--- src/rtl/uart_rx_pkg.sv ---
`timescale 1ns/1ps
package uart_rx_pkg;

  typedef enum logic [2:0] {
    FR_IDLE,
    FR_START,
    FR_DATA,
    FR_PAR,
    FR_STOP
  } fr_state_t;

  typedef enum logic [1:0] {
    HO_IDLE,
    HO_SEEN,
    HO_OFFER,
    HO_DRAIN
  } ho_state_t;

  // Tick period in system cycles for a 16x oversample, nearest integer.
  function automatic int unsigned tick_div(input int unsigned clk_hz,
                                           input int unsigned baud);
    return (clk_hz + 8 * baud) / (16 * baud);
  endfunction

endpackage

--- src/rtl/uart_rx_baudgen.sv ---
`timescale 1ns/1ps
module uart_rx_baudgen #(
  parameter int unsigned CLK_HZ  = 50_000_000,
  parameter int unsigned BAUD_R0 = 9600,
  parameter int unsigned BAUD_R1 = 19200,
  parameter int unsigned BAUD_R2 = 57600,
  parameter int unsigned BAUD_R3 = 115200
) (
  input  logic       clk,
  input  logic       rst_n,
  input  logic       en,
  input  logic [1:0] rate_sel,
  output logic       tick
);
  localparam int unsigned DIV0 = uart_rx_pkg::tick_div(CLK_HZ, BAUD_R0);
  localparam int unsigned DIV1 = uart_rx_pkg::tick_div(CLK_HZ, BAUD_R1);
  localparam int unsigned DIV2 = uart_rx_pkg::tick_div(CLK_HZ, BAUD_R2);
  localparam int unsigned DIV3 = uart_rx_pkg::tick_div(CLK_HZ, BAUD_R3);
  // Rate 0 is the slowest and sets the counter width.
  localparam int unsigned CW   = $clog2(DIV0) + 1;

  logic [CW-1:0] cnt;
  logic [CW-1:0] lim;

  always_comb begin
    case (rate_sel)
      2'b00:   lim = CW'(DIV0 - 1);
      2'b01:   lim = CW'(DIV1 - 1);
      2'b10:   lim = CW'(DIV2 - 1);
      default: lim = CW'(DIV3 - 1);
    endcase
  end

  always_ff @(posedge clk or negedge rst_n) begin
    if (!rst_n) begin
      cnt  <= '0;
      tick <= 1'b0;
    end else if (!en) begin
      cnt  <= '0;
      tick <= 1'b0;
    end else if (cnt >= lim) begin
      cnt  <= '0;
      tick <= 1'b1;
    end else begin
      cnt  <= cnt + 1'b1;
      tick <= 1'b0;
    end
  end

  // a cleared enable silences the tick from the next cycle
  p_tick_off_r2: assert property (@(posedge clk) disable iff (!rst_n)
    !en |=> !tick);
  // every divider value is at least two, so ticks never come back to back
  p_tick_gap_r1: assert property (@(posedge clk) disable iff (!rst_n)
    tick |=> !tick);

endmodule

--- src/rtl/uart_rx_sync.sv ---
`timescale 1ns/1ps
module uart_rx_sync #(
  parameter int unsigned STAGES = 2
) (
  input  logic clk,
  input  logic rst_n,
  input  logic d,
  output logic q
);
  logic [STAGES-1:0] chain;

  always_ff @(posedge clk or negedge rst_n) begin
    if (!rst_n) chain <= '1;
    else        chain <= {chain[STAGES-2:0], d};
  end

  assign q = chain[STAGES-1];

endmodule

--- src/rtl/uart_rx_frame.sv ---
`timescale 1ns/1ps
module uart_rx_frame
  import uart_rx_pkg::*;
#(
  parameter int unsigned DATA_W    = 8,
  parameter int unsigned OSR       = 16,
  parameter int unsigned STOP_BITS = 2
) (
  input  logic              clk,
  input  logic              rst_n,
  input  logic              en,
  input  logic              tick,
  input  logic              line,
  input  logic              par_en,
  input  logic              par_odd,
  input  logic              rd_n,
  output logic              rdy,
  output logic [DATA_W-1:0] data,
  output logic              par_err,
  output logic              frm_err,
  output logic              ovr_err
);
  localparam int unsigned CNT_W  = $clog2(OSR);
  localparam int unsigned IDX_W  = (DATA_W > 1) ? $clog2(DATA_W) : 1;
  localparam int unsigned SIDX_W = (STOP_BITS > 1) ? $clog2(STOP_BITS) : 1;
  localparam logic [CNT_W-1:0]  MID   = CNT_W'(OSR / 2 - 1);
  localparam logic [CNT_W-1:0]  LAST  = CNT_W'(OSR - 1);
  localparam logic [IDX_W-1:0]  DLAST = IDX_W'(DATA_W - 1);
  localparam logic [SIDX_W-1:0] SLAST = SIDX_W'(STOP_BITS - 1);

  fr_state_t         st;
  logic [CNT_W-1:0]  cnt;
  logic [IDX_W-1:0]  idx;
  logic [SIDX_W-1:0] sidx;
  logic [DATA_W-1:0] sh;
  logic              perr_acc;
  logic              ferr_acc;

  always_ff @(posedge clk or negedge rst_n) begin
    if (!rst_n) begin
      st       <= FR_IDLE;
      cnt      <= '0;
      idx      <= '0;
      sidx     <= '0;
      sh       <= '0;
      perr_acc <= 1'b0;
      ferr_acc <= 1'b0;
      rdy      <= 1'b0;
      data     <= '0;
      par_err  <= 1'b0;
      frm_err  <= 1'b0;
      ovr_err  <= 1'b0;
    end else begin
      // The read strobe clears the flag; a completion below overrides it.
      if (!rd_n) rdy <= 1'b0;

      if (!en) begin
        st  <= FR_IDLE;
        cnt <= '0;
      end else if (tick) begin
        case (st)
          FR_IDLE: begin
            if (!line) begin
              st  <= FR_START;
              cnt <= '0;
            end
          end
          FR_START: begin
            if (cnt == MID) begin
              cnt <= '0;
              idx <= '0;
              st  <= line ? FR_IDLE : FR_DATA;
            end else begin
              cnt <= cnt + 1'b1;
            end
          end
          FR_DATA: begin
            if (cnt == LAST) begin
              cnt <= '0;
              sh  <= {line, sh[DATA_W-1:1]};
              if (idx == DLAST) begin
                sidx     <= '0;
                ferr_acc <= 1'b0;
                perr_acc <= 1'b0;
                st       <= par_en ? FR_PAR : FR_STOP;
              end else begin
                idx <= idx + 1'b1;
              end
            end else begin
              cnt <= cnt + 1'b1;
            end
          end
          FR_PAR: begin
            if (cnt == LAST) begin
              cnt      <= '0;
              perr_acc <= (^sh) ^ line ^ par_odd;
              st       <= FR_STOP;
            end else begin
              cnt <= cnt + 1'b1;
            end
          end
          FR_STOP: begin
            if (cnt == LAST) begin
              cnt <= '0;
              if (sidx == SLAST) begin
                data    <= sh;
                par_err <= perr_acc;
                frm_err <= ferr_acc | ~line;
                ovr_err <= rdy & rd_n;
                rdy     <= 1'b1;
                st      <= FR_IDLE;
              end else begin
                sidx     <= sidx + 1'b1;
                ferr_acc <= ferr_acc | ~line;
              end
            end else begin
              cnt <= cnt + 1'b1;
            end
          end
          default: st <= FR_IDLE;
        endcase
      end
    end
  end

  // disabling returns the engine to idle on the next edge
  p_idle_when_off_r2: assert property (@(posedge clk) disable iff (!rst_n)
    !en |=> (st == FR_IDLE));
  // a byte is only ever announced out of the stop-bit phase
  p_ready_from_stop_r4: assert property (@(posedge clk) disable iff (!rst_n)
    $rose(rdy) |-> ($past(st) == FR_STOP));
  // the read strobe clears ready unless a byte completes at that edge
  p_ready_clear_r7: assert property (@(posedge clk) disable iff (!rst_n)
    (!rd_n && st != FR_STOP) |=> !rdy);

endmodule

--- src/rtl/uart_rx_handoff.sv ---
`timescale 1ns/1ps
module uart_rx_handoff
  import uart_rx_pkg::*;
(
  input  logic clk,
  input  logic rst_n,
  input  logic rdy,
  input  logic out_ready,
  output logic out_valid,
  output logic rd_n
);
  ho_state_t st;

  always_ff @(posedge clk or negedge rst_n) begin
    if (!rst_n) begin
      st <= HO_IDLE;
    end else begin
      case (st)
        HO_IDLE:  if (rdy) st <= HO_SEEN;
        HO_SEEN:  st <= HO_OFFER;
        HO_OFFER: if (out_ready) st <= HO_DRAIN;
        // A byte that completes on the strobe edge keeps ready high.
        HO_DRAIN: st <= rdy ? HO_SEEN : HO_IDLE;
        default:  st <= HO_IDLE;
      endcase
    end
  end

  assign out_valid = (st == HO_OFFER);
  assign rd_n      = !((st == HO_OFFER) && out_ready);

  // an offer that is not taken stays up
  p_hold_offer_r8: assert property (@(posedge clk) disable iff (!rst_n)
    (out_valid && !out_ready) |=> out_valid);
  // one transfer per byte, the offer drops right after it
  p_single_xfer_r7: assert property (@(posedge clk) disable iff (!rst_n)
    (out_valid && out_ready) |=> !out_valid);
  // nothing is offered unless the receiver holds a byte
  p_offer_has_byte_r7: assert property (@(posedge clk) disable iff (!rst_n)
    out_valid |-> rdy);

endmodule

--- src/rtl/uart_rx_pushout.sv ---
`timescale 1ns/1ps
module uart_rx_pushout #(
  parameter int unsigned CLK_HZ      = 50_000_000,
  parameter int unsigned BAUD_R0     = 9600,
  parameter int unsigned BAUD_R1     = 19200,
  parameter int unsigned BAUD_R2     = 57600,
  parameter int unsigned BAUD_R3     = 115200,
  parameter int unsigned DATA_W      = 8,
  parameter int unsigned OSR         = 16,
  parameter int unsigned STOP_BITS   = 2,
  parameter int unsigned SYNC_STAGES = 2
) (
  input  logic              clk,
  input  logic              rst_n,
  input  logic              rx_en,
  input  logic [1:0]        rate_sel,
  input  logic              par_en,
  input  logic              par_odd,
  input  logic              rx_line,
  output logic              out_valid,
  input  logic              out_ready,
  output logic [DATA_W-1:0] out_data,
  output logic              out_par_err,
  output logic              out_frm_err,
  output logic              out_ovr_err
);
  logic tick;
  logic line_s;
  logic rdy;
  logic rd_n;

  uart_rx_baudgen #(
    .CLK_HZ (CLK_HZ),
    .BAUD_R0(BAUD_R0),
    .BAUD_R1(BAUD_R1),
    .BAUD_R2(BAUD_R2),
    .BAUD_R3(BAUD_R3)
  ) u_baud (
    .clk     (clk),
    .rst_n   (rst_n),
    .en      (rx_en),
    .rate_sel(rate_sel),
    .tick    (tick)
  );

  uart_rx_sync #(.STAGES(SYNC_STAGES)) u_sync (
    .clk  (clk),
    .rst_n(rst_n),
    .d    (rx_line),
    .q    (line_s)
  );

  uart_rx_frame #(
    .DATA_W   (DATA_W),
    .OSR      (OSR),
    .STOP_BITS(STOP_BITS)
  ) u_frame (
    .clk    (clk),
    .rst_n  (rst_n),
    .en     (rx_en),
    .tick   (tick),
    .line   (line_s),
    .par_en (par_en),
    .par_odd(par_odd),
    .rd_n   (rd_n),
    .rdy    (rdy),
    .data   (out_data),
    .par_err(out_par_err),
    .frm_err(out_frm_err),
    .ovr_err(out_ovr_err)
  );

  uart_rx_handoff u_handoff (
    .clk      (clk),
    .rst_n    (rst_n),
    .rdy      (rdy),
    .out_ready(out_ready),
    .out_valid(out_valid),
    .rd_n     (rd_n)
  );

endmodule

--- config.mk ---
export PLATFORM = sky130hd
export DESIGN_NAME = uart_rx_pushout
export DESIGN_NICKNAME = d
export VERILOG_FILES = /design/src/rtl/uart_rx_pkg.sv /design/src/rtl/uart_rx_baudgen.sv /design/src/rtl/uart_rx_sync.sv /design/src/rtl/uart_rx_frame.sv /design/src/rtl/uart_rx_handoff.sv /design/src/rtl/uart_rx_pushout.sv
export SDC_FILE = /design/constraint.sdc
export NUM_CORES = 1
export LEC_CHECK = 0
export ABC_AREA = 1
export ABC_CLOCK_PERIOD_IN_PS = 2860
export BUFFER_PORTS_ARGS = -buffer_cell sky130_fd_sc_hd__buf_2
export CORE_MARGIN = 4
export CORE_UTILIZATION = 60
export CTS_BUF_LIST = sky130_fd_sc_hd__clkbuf_8 sky130_fd_sc_hd__clkbuf_16
export DETAILED_ROUTE_END_ITERATION = 10
export PLACE_DENSITY = 0.76
export SYNTH_ARGS = -nofsm -noshare
export SYNTH_HDL_FRONTEND = slang
export SYNTH_SLANG_ARGS = --single-unit
--- constraint.sdc ---
create_clock -name clk -period 2.86 [get_ports clk]
set_input_delay 0.572 -clock clk [delete_from_list [all_inputs] [get_ports clk]]
set_output_delay 0.572 -clock clk [all_outputs]
set_load 0.01 [all_outputs]
==> run summary, run 1 <==
Post-synthesis register bit count: 48
Fmax: 493 MHz
Sequential cell area: 1200 µm²
Placed Area: 3050 µm²
Gr usage total: 0.192
Worst hold path class: in2async
Fin cells: 450
WP data arrival: 2.23 ns
Synth Flop Type: dfrtp_1
Power per cell area: 455 nW/µm²
Vias per cell: 5.25
Setup tns final: 0 ns
Post_cts resized: 0
Int Pwr: 0.972 mW
Detailed Route WL: 5.40 mm
VDD IR max: 0.330 mV
N_diodes: 0
Max FO, Critical Path: 11
Status: finished, final reports clean
Finished Cell Area: 3140 µm²
Yosys warns: 0
Startpoint Class: primary input
P_leak: 1.60 nW
Die area: 6020 µm²
Largest net degree at the start of global routing: 24
Async SR Flop Fraction: 1.00
Core area: 4690 µm²
Placed Cells: 442
Unique masters post-synth: 33
Initial antenna violation count: 0
Nets: 425
Worst Reg-to-Reg Cells: 8
Critical path startpoint: rate_sel[0]
Max clock buf depth: 2
Area of the multi-input gates: 1480 µm²
Setup bufs post-CTS: 0
Top Ports: 21
Internal reg-to-reg setup slack: 1.04 ns
Number of global-route vias before repair: 2,136
Worst Setup EP: u_baud.tick
RSZ-0062 raised after global routing: false
Count of buffers from port buffering: 20
Clock power frac: 0.284
Final Wtd Congestion: 0.802
Register area share after synthesis: 0.414
DRC Markers: 0
Num rows: 25
Post-DP HPWL: 4.07 mm
Initial DRC Count: 138
Reg power frac: 0.524
Synthesized cell area: 2900 µm²
Vias: 2,362
Comb pwr share: 0.192
EDFF count, synth: 0
Grt total ovfl: 0
Fill cells: 412
CP Class: in2reg
Syn Nets: 402
Initial core utilization: 0.619
DR pass1 iterations: 4
Final min period: 2.03 ns
Die span in y: 77.6 µm
Worst Setup End Kind: register
Clk_skew: 0.00944 ns
Share of cells above drive strength 1: 0.159
Critical R2R Capture: u_frame.frm_err
Net switching power: 0.457 mW
TritonCTS clock tree: done
First-pass GRT wire length: 9.40 mm
TritonCTS buffer count: 5
Final core utilization: 0.669
Routed length per placed instance: 12.0 µm
Sw Ratio: 0.320
Clock Tree Root: clkbuf_8
R2r startpoint: u_frame.cnt[0]
Die X: 77.6 µm
Worst-margin pin slew: 0.536 ns
Max-cap check violation count: 0
Latest clock arrival within the worst-skew pair: 0.30 ns
CP required: 3.06 ns
Post-CTS Hold Buffers: 0
Sink Count: 48
Synth Instances: 372
Post-DRT Antenna Nets: 0
Clock-pin slew on the worst setup and hold paths: 0.08 ns
Max Slew Vio Count: 0
P&R area growth vs syn: 8.06%
Final Cycle Share: 0.709
Syn avg cell area: 7.81 µm²
H-tree levels: 2
Fin. Hold Viols: 0
Relative slew slack: 0.642
Setup Viol. Count Final: 0
==> final cells by class <==
cell class | count | share of cell area
Multi-Input combinational cell | 271 | 0.472
Clock buffer | 5 | 0.0219
Timing Repair Buffer | 22 | 0.0367
Sequential cell | 48 | 0.384
Inverter | 47 | 0.0562
Tap cell | 54 | 0.0215
Clock inverter | 3 | 0.00758
==> cell families (layout without fill, tap and decap cells) <==
| group | count (synthesis) | after routing | share of synthesized area |
|---|---|---|---|
| and+or+nand+nor | 192 | 192 | 0.295 |
| AOI/OAI and AO/OA | 55 | 55 | 0.116 |
| buffers and inverters | 53 | 77 | 0.0750 |
| DFF | 48 | 48 | 0.414 |
| adders and majority gates | 21 | 21 | 0.0905 |
| xor gates and xnor gates | 3 | 3 | 0.00905 |
==> cell usage after synthesis (4+ instances only) <==
library cell	number	area, µm²
dfrtp_1	46	1150
nand4_1	10	62.6
inv_1	43	161
nor2_1	35	131
inv_2	4	15.0
a21oi_1	12	60.1
o21ai_1	12	60.1
o21ai_2	11	96.3
nand2_1	101	379
nand3_1	27	135
o21ai_0	11	55.1
nand2_2	5	31.3
ha_1	21	263
==> per-stage QoR <==
step,hold slack (ns),setup WS [ns],total power [mW]
final,0.0982,0.831,1.43
after global routing,0.0934,0.633,1.53
after CTS,0.0899,0.855,1.45
after detailed placement,0.349,0.534,1.03
after global placement,0.346,0.598,1.03
after floorplan,0.276,0.973,0.960
==> routing by layer <==
| layer | vias to the layer above | global-route usage | share of wire |
|---|---|---|---|
| met5 | - | 0 | 0 |
| li1 | 1251 | - | - |
| met3 | 6 | 0.0360 | 0.039 |
| met2 | 50 | 0.315 | 0.47 |
| met1 | 1055 | 0.259 | 0.48 |
| met4 | 0 | 0.0587 | 0.011 |
==> critical path, stage by stage <==
cell and delay, ns:
buf_2 0.11, inv_1 0.06, ha_1 0.19, nor2_1 0.17, inv_1 0.06, ha_1 0.27
nand2_1 0.06, nor2_1 0.04, nand4_1 0.07, nand4_1 0.40, nand2_1 0.17, inv_1 0.05
==> flip-flops by register name (all words and copies together), names as in the netlist <==
register,count
u_baud.cnt,10
u_baud.tick,1
u_frame.cnt,4
u_frame.data,8
u_frame.ferr_acc,1
u_frame.frm_err,1
u_frame.idx,3
u_frame.ovr_err,1
u_frame.par_err,1
u_frame.perr_acc,1
u_frame.rdy,1
u_frame.sh,8
u_frame.sidx,1
u_frame.st,3
u_handoff.st,2
u_sync.chain,2
==> placed cells by master (no fill, tap or decap), drive strengths merged <==
cell	instances
o21bai	1
buf	22
dfstp	2
nand3b	1
inv	47
o22ai	3
o211ai	1
or2	1
clkbuf	5
o21ai	34
and2	1
nand3	30
nor3	2
o21a	2
dfrtp	46
a21oi	13
nand4	10
o31ai	1
clkinv	1
nand2	107
clkinvlp	2
ha	21
xnor2	2
xor2	1
nor2	40
==> power groups by stage <==
stage          Sequential [mW]  Combinational, mW  Clock (mW)
2_1_floorplan            0.752              0.208           0
5_1_grt                  0.754              0.319       0.455
6_report                 0.748              0.275       0.405
3_3_place_gp             0.760              0.268           0
3_5_place_dp             0.761              0.273           0
4_1_cts                  0.747              0.275       0.425
==> worst min path at each step <==
stage / slack, ns / from / cells past startpoint / to
floorplan: 0.28 / rst_n / 0 / u_baud.cnt[0]
global placement: 0.35 / u_sync.chain[0] / 0 / u_sync.chain[1]
detailed placement: 0.35 / u_sync.chain[0] / 0 / u_sync.chain[1]
CTS: 0.09 / rst_n / 1 / u_baud.cnt[4]
global route: 0.09 / rst_n / 1 / u_baud.cnt[3]
finish: 0.1 / rst_n / 1 / u_frame.rdy
Power figures use the tool's default switching activity.
==> run 2, diff against run 1 <==
--- a/config.mk
+++ b/config.mk
@@ -5,14 +5,14 @@
 export SDC_FILE = /design/constraint.sdc
 export NUM_CORES = 1
 export LEC_CHECK = 0
-export ABC_AREA = 1
-export ABC_CLOCK_PERIOD_IN_PS = 2860
+export ABC_AREA = 0
+export ABC_CLOCK_PERIOD_IN_PS = 1800
 export BUFFER_PORTS_ARGS = -buffer_cell sky130_fd_sc_hd__buf_2
 export CORE_MARGIN = 4
-export CORE_UTILIZATION = 60
+export CORE_UTILIZATION = 54
 export CTS_BUF_LIST = sky130_fd_sc_hd__clkbuf_8 sky130_fd_sc_hd__clkbuf_16
 export DETAILED_ROUTE_END_ITERATION = 10
-export PLACE_DENSITY = 0.76
+export PLACE_DENSITY = 0.73
 export SYNTH_ARGS = -nofsm -noshare
 export SYNTH_HDL_FRONTEND = slang
 export SYNTH_SLANG_ARGS = --single-unit
==> constraint.sdc (replaced) <==
create_clock -name clk -period 1.8 [get_ports clk]
set_input_delay 0.36 -clock clk [delete_from_list [all_inputs] [get_ports clk]]
set_output_delay 0.36 -clock clk [all_outputs]
set_load 0.01 [all_outputs]
==> run summary, run 2 <==
P&R area growth vs syn: 33.8%
Sequential cell area: 1210 µm² (+0.31%)
Critical R2R Capture: u_frame.idx[0]
Fin. Hold Viols: 0 (unchanged)
N_diodes: 0 (unchanged)
Commonest non-fill, non-tap cell in the layout: dfrtp_1
Number of global-route vias before repair: 2,038 (-4.6%)
Mux cell area share after synthesis: 0.0801 (+0.0801)
Worst Reg-to-Reg Cells: 7 (-1)
RSZ-0062 raised after global routing: true
Initial DRC Count: 81 (-41%)
Die span in y: 78.1 µm (+0.71%)
Worst Setup Slack post-DPL: -0.490 ns (-1.02 ns)
Post-CTS Hold Buffers: 0 (unchanged)
Met1 Resource Use GR: 0.253 (-0.00603)
Adder-cell share of the synthesized area: 0.0990 (+0.00849)
Sink Count: 48 (unchanged)
TritonCTS clock tree: done
Placed Cells: 357 (-19%)
Die X: 78.1 µm (+0.71%)
Syn avg cell area: 10.8 µm² (+38%)
DR pass1 iterations: 4 (unchanged)
Count of buffers from port buffering: 20 (unchanged)
CP required: 1.99 ns (-1.07 ns)
CP bufs+invs: 1 (-3)
Worst Setup End Kind: register
Async SR Flop Fraction: 1.00 (unchanged)
Largest family of logic cells by synthesized area: simple AND/OR/NAND/NOR gates
Unique masters post-synth: 53 (+61%)
Synth cell count leaders: dfrtp_1, nand2_1, ha_1, inv_1, nor2_1
Latest clock arrival within the worst-skew pair: 0.30 ns (about the same)
Synth Flop Type: dfrtp_1
Clk_skew: 0.00914 ns (-0.000301 ns)
Synth area leader: dfrtp_1
Core area: 4750 µm² (+1.3%)
Status: complete, but fails checks
Fmax: 548 MHz
Num rows: 25 (unchanged)
Max Slew Vio Count: 0 (unchanged)
Internal reg-to-reg setup slack: -0.03 ns (-1.07 ns)
Startpoint Class: register
Max reg flops: 10 (unchanged)
Share of cells above drive strength 1: 0.434 (+0.275)
Routed length per placed instance: 15.6 µm (+30%)
Register area share after synthesis: 0.453 (+0.0389)
Worst hold path class: in2async
Met2 GRT Util: 0.348 (+0.0333)
Clock Tree Root: clkbuf_8
WP data arrival: 2.02 ns (-0.21 ns)
Fill cells: 350 (-15%)
EDFF count, synth: 0 (unchanged)
Relative slew slack: 0.665 (+0.0222)
Dominant cells by area after synthesis: dfrtp_1, ha_1, mux2_2
Grt total ovfl: 0 (unchanged)
Yosys warns: 0 (unchanged)
Initial core utilization: 0.558 (-0.0605)
Post-DRT Antenna Nets: 0 (unchanged)
Largest Register: u_baud.cnt
Most common cell in the netlist: dfrtp_1
Setup tns final: -0.0695 ns (-0.0695 ns)
Detailed Route WL: 5.91 mm (+9.4%)
Fin cells: 378 (-16%)
H-tree levels: 2 (unchanged)
Syn Nets: 276 (-31%)
Clock-pin slew on the worst setup and hold paths: 0.09 ns (about the same)
Max incr delay on CP: 0.48 ns (+0.08 ns)
P_leak: 1.63 nW (+2.0%)
Most frequent cells in the layout: dfrtp_1, buf_4, nand2_1
Vias: 2,064 (-13%)
Failing checks: negative setup slack
Synthesized cell area: 2660 µm² (-8.6%)
Top Ports: 21 (unchanged)
Final Cycle Share: 1.01
M3 GR Usage: 0.0321 (-0.00385)
Vias per cell: 5.46 (+4.0%)
CP top delay family: compound AO/OA/AOI/OAI gates
Area of the multi-input gates: 1590 µm² (+7.4%)
Nets: 340 (-20%)
Post-synth top area share: 0.434 (+0.0372)
Final min period: 1.83 ns
TritonCTS buffer count: 5 (unchanged)
First-pass GRT wire length: 9.63 mm (+2.5%)
Post-synthesis register bit count: 48 (unchanged)
Setup Viol. Count Final: 4 (+4)
Max-cap check violation count: 0 (unchanged)
Crit path max-delay cell type: a2111o_1
Die area: 6100 µm² (+1.4%)
Post-synthesis compound-gate area fraction: 0.128 (+0.0123)
Post-DP HPWL: 3.86 mm (-5.1%)
Critical path cell sequence: ha_2 -> ha_4 -> nor2_4 -> nand3_2 -> a2111o_1 -> buf_6 -> a21o_1
Top Registers: u_baud.cnt (10), u_frame.data (8), u_frame.sh (8)
CP Class: reg2reg
Gr usage total: 0.198 (+0.00544)
DRC Markers: 0 (unchanged)
Initial antenna violation count: 0 (unchanged)
Synth Instances: 246 (-34%)
R2r startpoint: u_frame.idx[1]
Power per cell area: 616 nW/µm² (+35%)
Synth Area in Simple Gates: 0.146 (-0.149)
Fin Hold WS: 0.0152 ns (-0.0830 ns)
Xor/xnor share of the synthesized area: 0.0528 (+0.0437)
VDD IR max: 0.522 mV (+58%)
Final WS setup: -0.0253 ns (-0.857 ns)
Largest net degree at the start of global routing: 23 (-4.2%)
Max clock buf depth: 2 (unchanged)
Worst-margin pin slew: 0.502 ns (-0.0339 ns)
Final Wtd Congestion: 0.854 (+6.4%)
Max FO, Critical Path: 3 (-8)
GRT Max-Usage Layer: met2
-- run 2: cell count changes in the layout (fill, tap and decap cells not counted), sizes merged, moves of 3 or more --
| cell | change |
|---|---|
| nand2 | -85 |
| buf | +40 |
| mux2 | +18 |
| nand4 | -7 |
| a211oi | +9 |
| inv | -30 |
| nand3 | -21 |
| o21ai | -25 |
| xor2 | +4 |
| nor2 | -24 |
| and3 | +3 |
| xnor2 | +9 |
-- run 2: cells by family (layout without fill, tap and decap cells) --
kind of cell,after synthesis,after routing
simple gates,70,70
compound gates,49,50
flops,48,48
buf+inv,23,87
fa+ha+maj,21,21
mux,19,19
xor+xnor,16,16
-- run 2: power breakdown --
group	internal, mW	switching (mW)
Combinational	0.197	0.220
Sequential	1.12	0.0321
Clock	0.267	0.357
Total	1.58	0.609
-- run 2: worst reg2reg max path: stages, from the launching register on --
cell and delay, ns:
dfrtp_1 0.39, ha_2 0.20, ha_4 0.18, nor2_4 0.12
nand3_2 0.06, a2111o_1 0.48, buf_6 0.15, a21o_1 0.14
-- run 2: area by class of cell --
class                      instances  area share
clock buffer                       5      0.0194
timing repair buffer              63       0.140
inverter                          16      0.0239
clock inverter                     3     0.00458
sequential                        48       0.340
tap                               67      0.0236
multi-input combinational        176       0.448
-- run 2: worst max path at each step --
stage	from	endpoint	slack, ns	cells past startpoint
2_1_floorplan	rate_sel[1]	u_baud.cnt[0]	-0.1	11
3_3_place_gp	rate_sel[1]	u_baud.cnt[9]	-0.40	11
3_5_place_dp	rate_sel[1]	u_baud.cnt[9]	-0.49	11
4_1_cts	rate_sel[0]	u_baud.tick	-0.00006	11
5_1_grt	u_frame.idx[1]	u_frame.st[0]	-0.11	7
6_report	u_frame.idx[1]	u_frame.idx[0]	-0.03	7
-- run 2: repair_timing --
item / in CTS / in global routing
setup buffers: 4 / 8
gates cloned: 1 / 0
endpoints found under the setup margin: 18 / 30
pin swaps: 5 / 16
resized for setup: 16 / 32
endpoints found under the hold margin: 0 / 0
-- run 2: metal layers --
metal,routed length (µm),vias up
met5,0,-
met4,29,0
met3,139,2
met2,3200,22
met1,2540,1035
li1,-,1005
-- run 2: stage by stage --
step / power, mW / util / instance area, µm²
2_1_floorplan: 1.40 / - / 2760
3_3_place_gp: 1.52 / 0.661 / 3140
3_5_place_dp: 1.53 / 0.661 / 3140
4_1_cts: 2.17 / 0.702 / 3340
5_1_grt: 2.31 / 0.747 / 3550
6_report: 2.19 / 0.747 / 3550
==> run 3, diff against run 2 <==
--- a/config.mk
+++ b/config.mk
@@ -6,7 +6,7 @@
 export NUM_CORES = 1
 export LEC_CHECK = 0
 export ABC_AREA = 0
-export ABC_CLOCK_PERIOD_IN_PS = 1800
+export ABC_CLOCK_PERIOD_IN_PS = 1600
 export BUFFER_PORTS_ARGS = -buffer_cell sky130_fd_sc_hd__buf_2
 export CORE_MARGIN = 4
 export CORE_UTILIZATION = 54
==> constraint.sdc (replaced) <==
create_clock -name clk -period 1.6 [get_ports clk]
set_input_delay 0.24 -clock clk [delete_from_list [all_inputs] [get_ports clk]]
set_output_delay 0.24 -clock clk [all_outputs]
set_load 0.01 [all_outputs]
==> run summary, run 3 (synthesis results as in run 2) <==
Failing checks: negative setup slack
Final min period: 1.77 ns (-0.0513 ns)
Tot Pwr: 2.66 mW (+21%)
Grt total ovfl: 0 (unchanged)
N_diodes: 0 (unchanged)
P&R area growth vs syn: 41.4%
Count of buffers from port buffering: 20 (unchanged)
Fmax: 564 MHz (+2.9%)
Fill cells: 309 (-12%)
Worst Setup End Kind: register
DR pass1 iterations: 4 (unchanged)
Gr usage total: 0.215 (+0.0168)
Post-DRT Antenna Nets: 0 (unchanged)
Sequential cell area: 1210 µm² (-0.10%)
Number of global-route vias before repair: 2,308 (+13%)
Status: complete, but fails checks
DRC Markers: 0 (unchanged)
TritonCTS clock tree: done
Die area: 6100 µm² (unchanged)
WP data arrival: 2.02 ns (about the same)
Core area: 4750 µm² (unchanged)
Detailed Route WL: 6.11 mm (+3.4%)
Worst hold path class: in2reg
Setup Viol. Count Final: 27 (+23)
Final WS setup: -0.174 ns (-0.149 ns)
Post-DP HPWL: 4.17 mm (+7.9%)
Area of the multi-input gates: 1660 µm² (+3.9%)
Vias per cell: 5.54 (+1.5%)
Power per cell area: 708 nW/µm² (+15%)
Clk_skew: 0.00751 ns (-0.00163 ns)
Top Ports: 21 (unchanged)
Placed Cells: 375 (+5.0%)
Startpoint Class: register
Max-cap check violation count: 0 (unchanged)
Final Cycle Share: 1.11 (+0.0947)
VDD IR max: 0.426 mV (-18%)
First-pass GRT wire length: 10.4 mm (+8.5%)
Max reg flops: 10 (unchanged)
Worst-margin pin slew: 0.547 ns (+0.0451 ns)
Top Registers: u_baud.cnt (10), u_frame.data (8), u_frame.sh (8)
TritonCTS buffer count: 5 (unchanged)
RSZ-0062 raised after global routing: true
Final Wtd Congestion: 0.809 (-5.3%)
CP required: 1.85 ns (-0.14 ns)
CP top delay family: compound AO/OA/AOI/OAI gates
Initial core utilization: 0.558 (unchanged)
Max clock buf depth: 2 (unchanged)
Latest clock arrival within the worst-skew pair: 0.31 ns (about the same)
Clock Tree Root: clkbuf_8
Relative slew slack: 0.635 (-0.0293)
P_leak: 1.74 nW (+6.5%)
Initial antenna violation count: 0 (unchanged)
Max FO, Critical Path: 6 (+3)
Die span in y: 78.1 µm (unchanged)
Worst Setup Slack post-DPL: -0.613 ns (-0.122 ns)
Commonest non-fill, non-tap cell in the layout: buf_4
Sink Count: 48 (unchanged)
Fin cells: 391 (+3.4%)
Nets: 353 (+3.8%)
Share of cells above drive strength 1: 0.481 (+0.0474)
Largest net degree at the start of global routing: 28 (+22%)
Routed length per placed instance: 15.6 µm (about the same)
CP bufs+invs: 0 (-1)
H-tree levels: 2 (unchanged)
Max incr delay on CP: 0.47 ns (about the same)
Max Slew Vio Count: 0 (unchanged)
Initial DRC Count: 70 (-14%)
Largest Register: u_baud.cnt
CP Class: reg2reg
Crit path max-delay cell type: a2111o_1
Most frequent cells in the layout: buf_4, dfrtp_1, nand2_1
Fin. Hold Viols: 0 (unchanged)
Num rows: 25 (unchanged)
Vias: 2,167 (+5.0%)
Die X: 78.1 µm (unchanged)
Setup tns final: -1.50 ns (-1.43 ns)
Clock-pin slew on the worst setup and hold paths: 0.09 ns (about the same)
Fin Hold WS: 0.0274 ns (+0.0122 ns)
Critical path cell sequence: ha_2 -> ha_4 -> nor2_4 -> nand3_2 -> a2111o_1 -> nor4_2 -> a21o_1
run 3: cell count changes in the layout (fill, tap and decap cells not counted), sizes merged:
cell and delta:
buf +13, clkbuf -1, bufinv +1, clkinv -1, dlygate4sd3 +1
run 3: worst paths after layout:
check / slack (ns) / cells after the start / endpoint / from
max: -0.17 / 7 / u_frame.idx[0] / u_frame.idx[0]
min reg2reg: 0.36 / 0 / u_sync.chain[1] / u_sync.chain[0]
max in group asynchronous: 0.64 / 3 / u_frame.sh[2] / rst_n
max reg2reg: -0.17 / 7 / u_frame.idx[0] / u_frame.idx[0]
min in group asynchronous: 0.45 / 2 / u_frame.cnt[0] / rst_n
min: 0.03 / 1 / u_sync.chain[0] / rx_line
run 3: layout make-up:
class | count | share of cell area
sequential | 48 | 0.321
clock buffer | 5 | 0.0183
inverter | 16 | 0.0227
clock inverter | 3 | 0.0123
timing repair buffer | 76 | 0.162
multi-input combinational | 176 | 0.441
tap | 67 | 0.0223
run 3: through the flow:
stage               utilization  area, µm²
CTS                       0.773       3670
detailed placement        0.709       3370
finish                    0.789       3750
global route              0.789       3750
floorplan                     -       2850
global placement          0.709       3370
run 3: timing repair:
| action | in CTS | in global routing |
|---|---|---|
| hold buffers | 1 | 0 |
| hold endpoints to repair | 19 | 0 |
| setup endpoints to repair | 31 | 41 |
| resized for setup | 30 | 17 |
| pin swaps | 13 | 12 |
| setup buffers | 4 | 2 |
| cloned | 1 | 0 |
run 3: metal layers:
layer	GRT usage	part of all wire	up-vias
met5	0	0	-
met4	0.0839	0.018	0
met3	0.0436	0.030	13
met2	0.385	0.53	45
met1	0.250	0.42	1071
li1	-	-	1038
run 3: report_power, final:
group / switching [mW] / internal, mW
clock network: 0.440 / 0.471
logic: 0.240 / 0.216
registers: 0.0340 / 1.25
total: 0.714 / 1.94
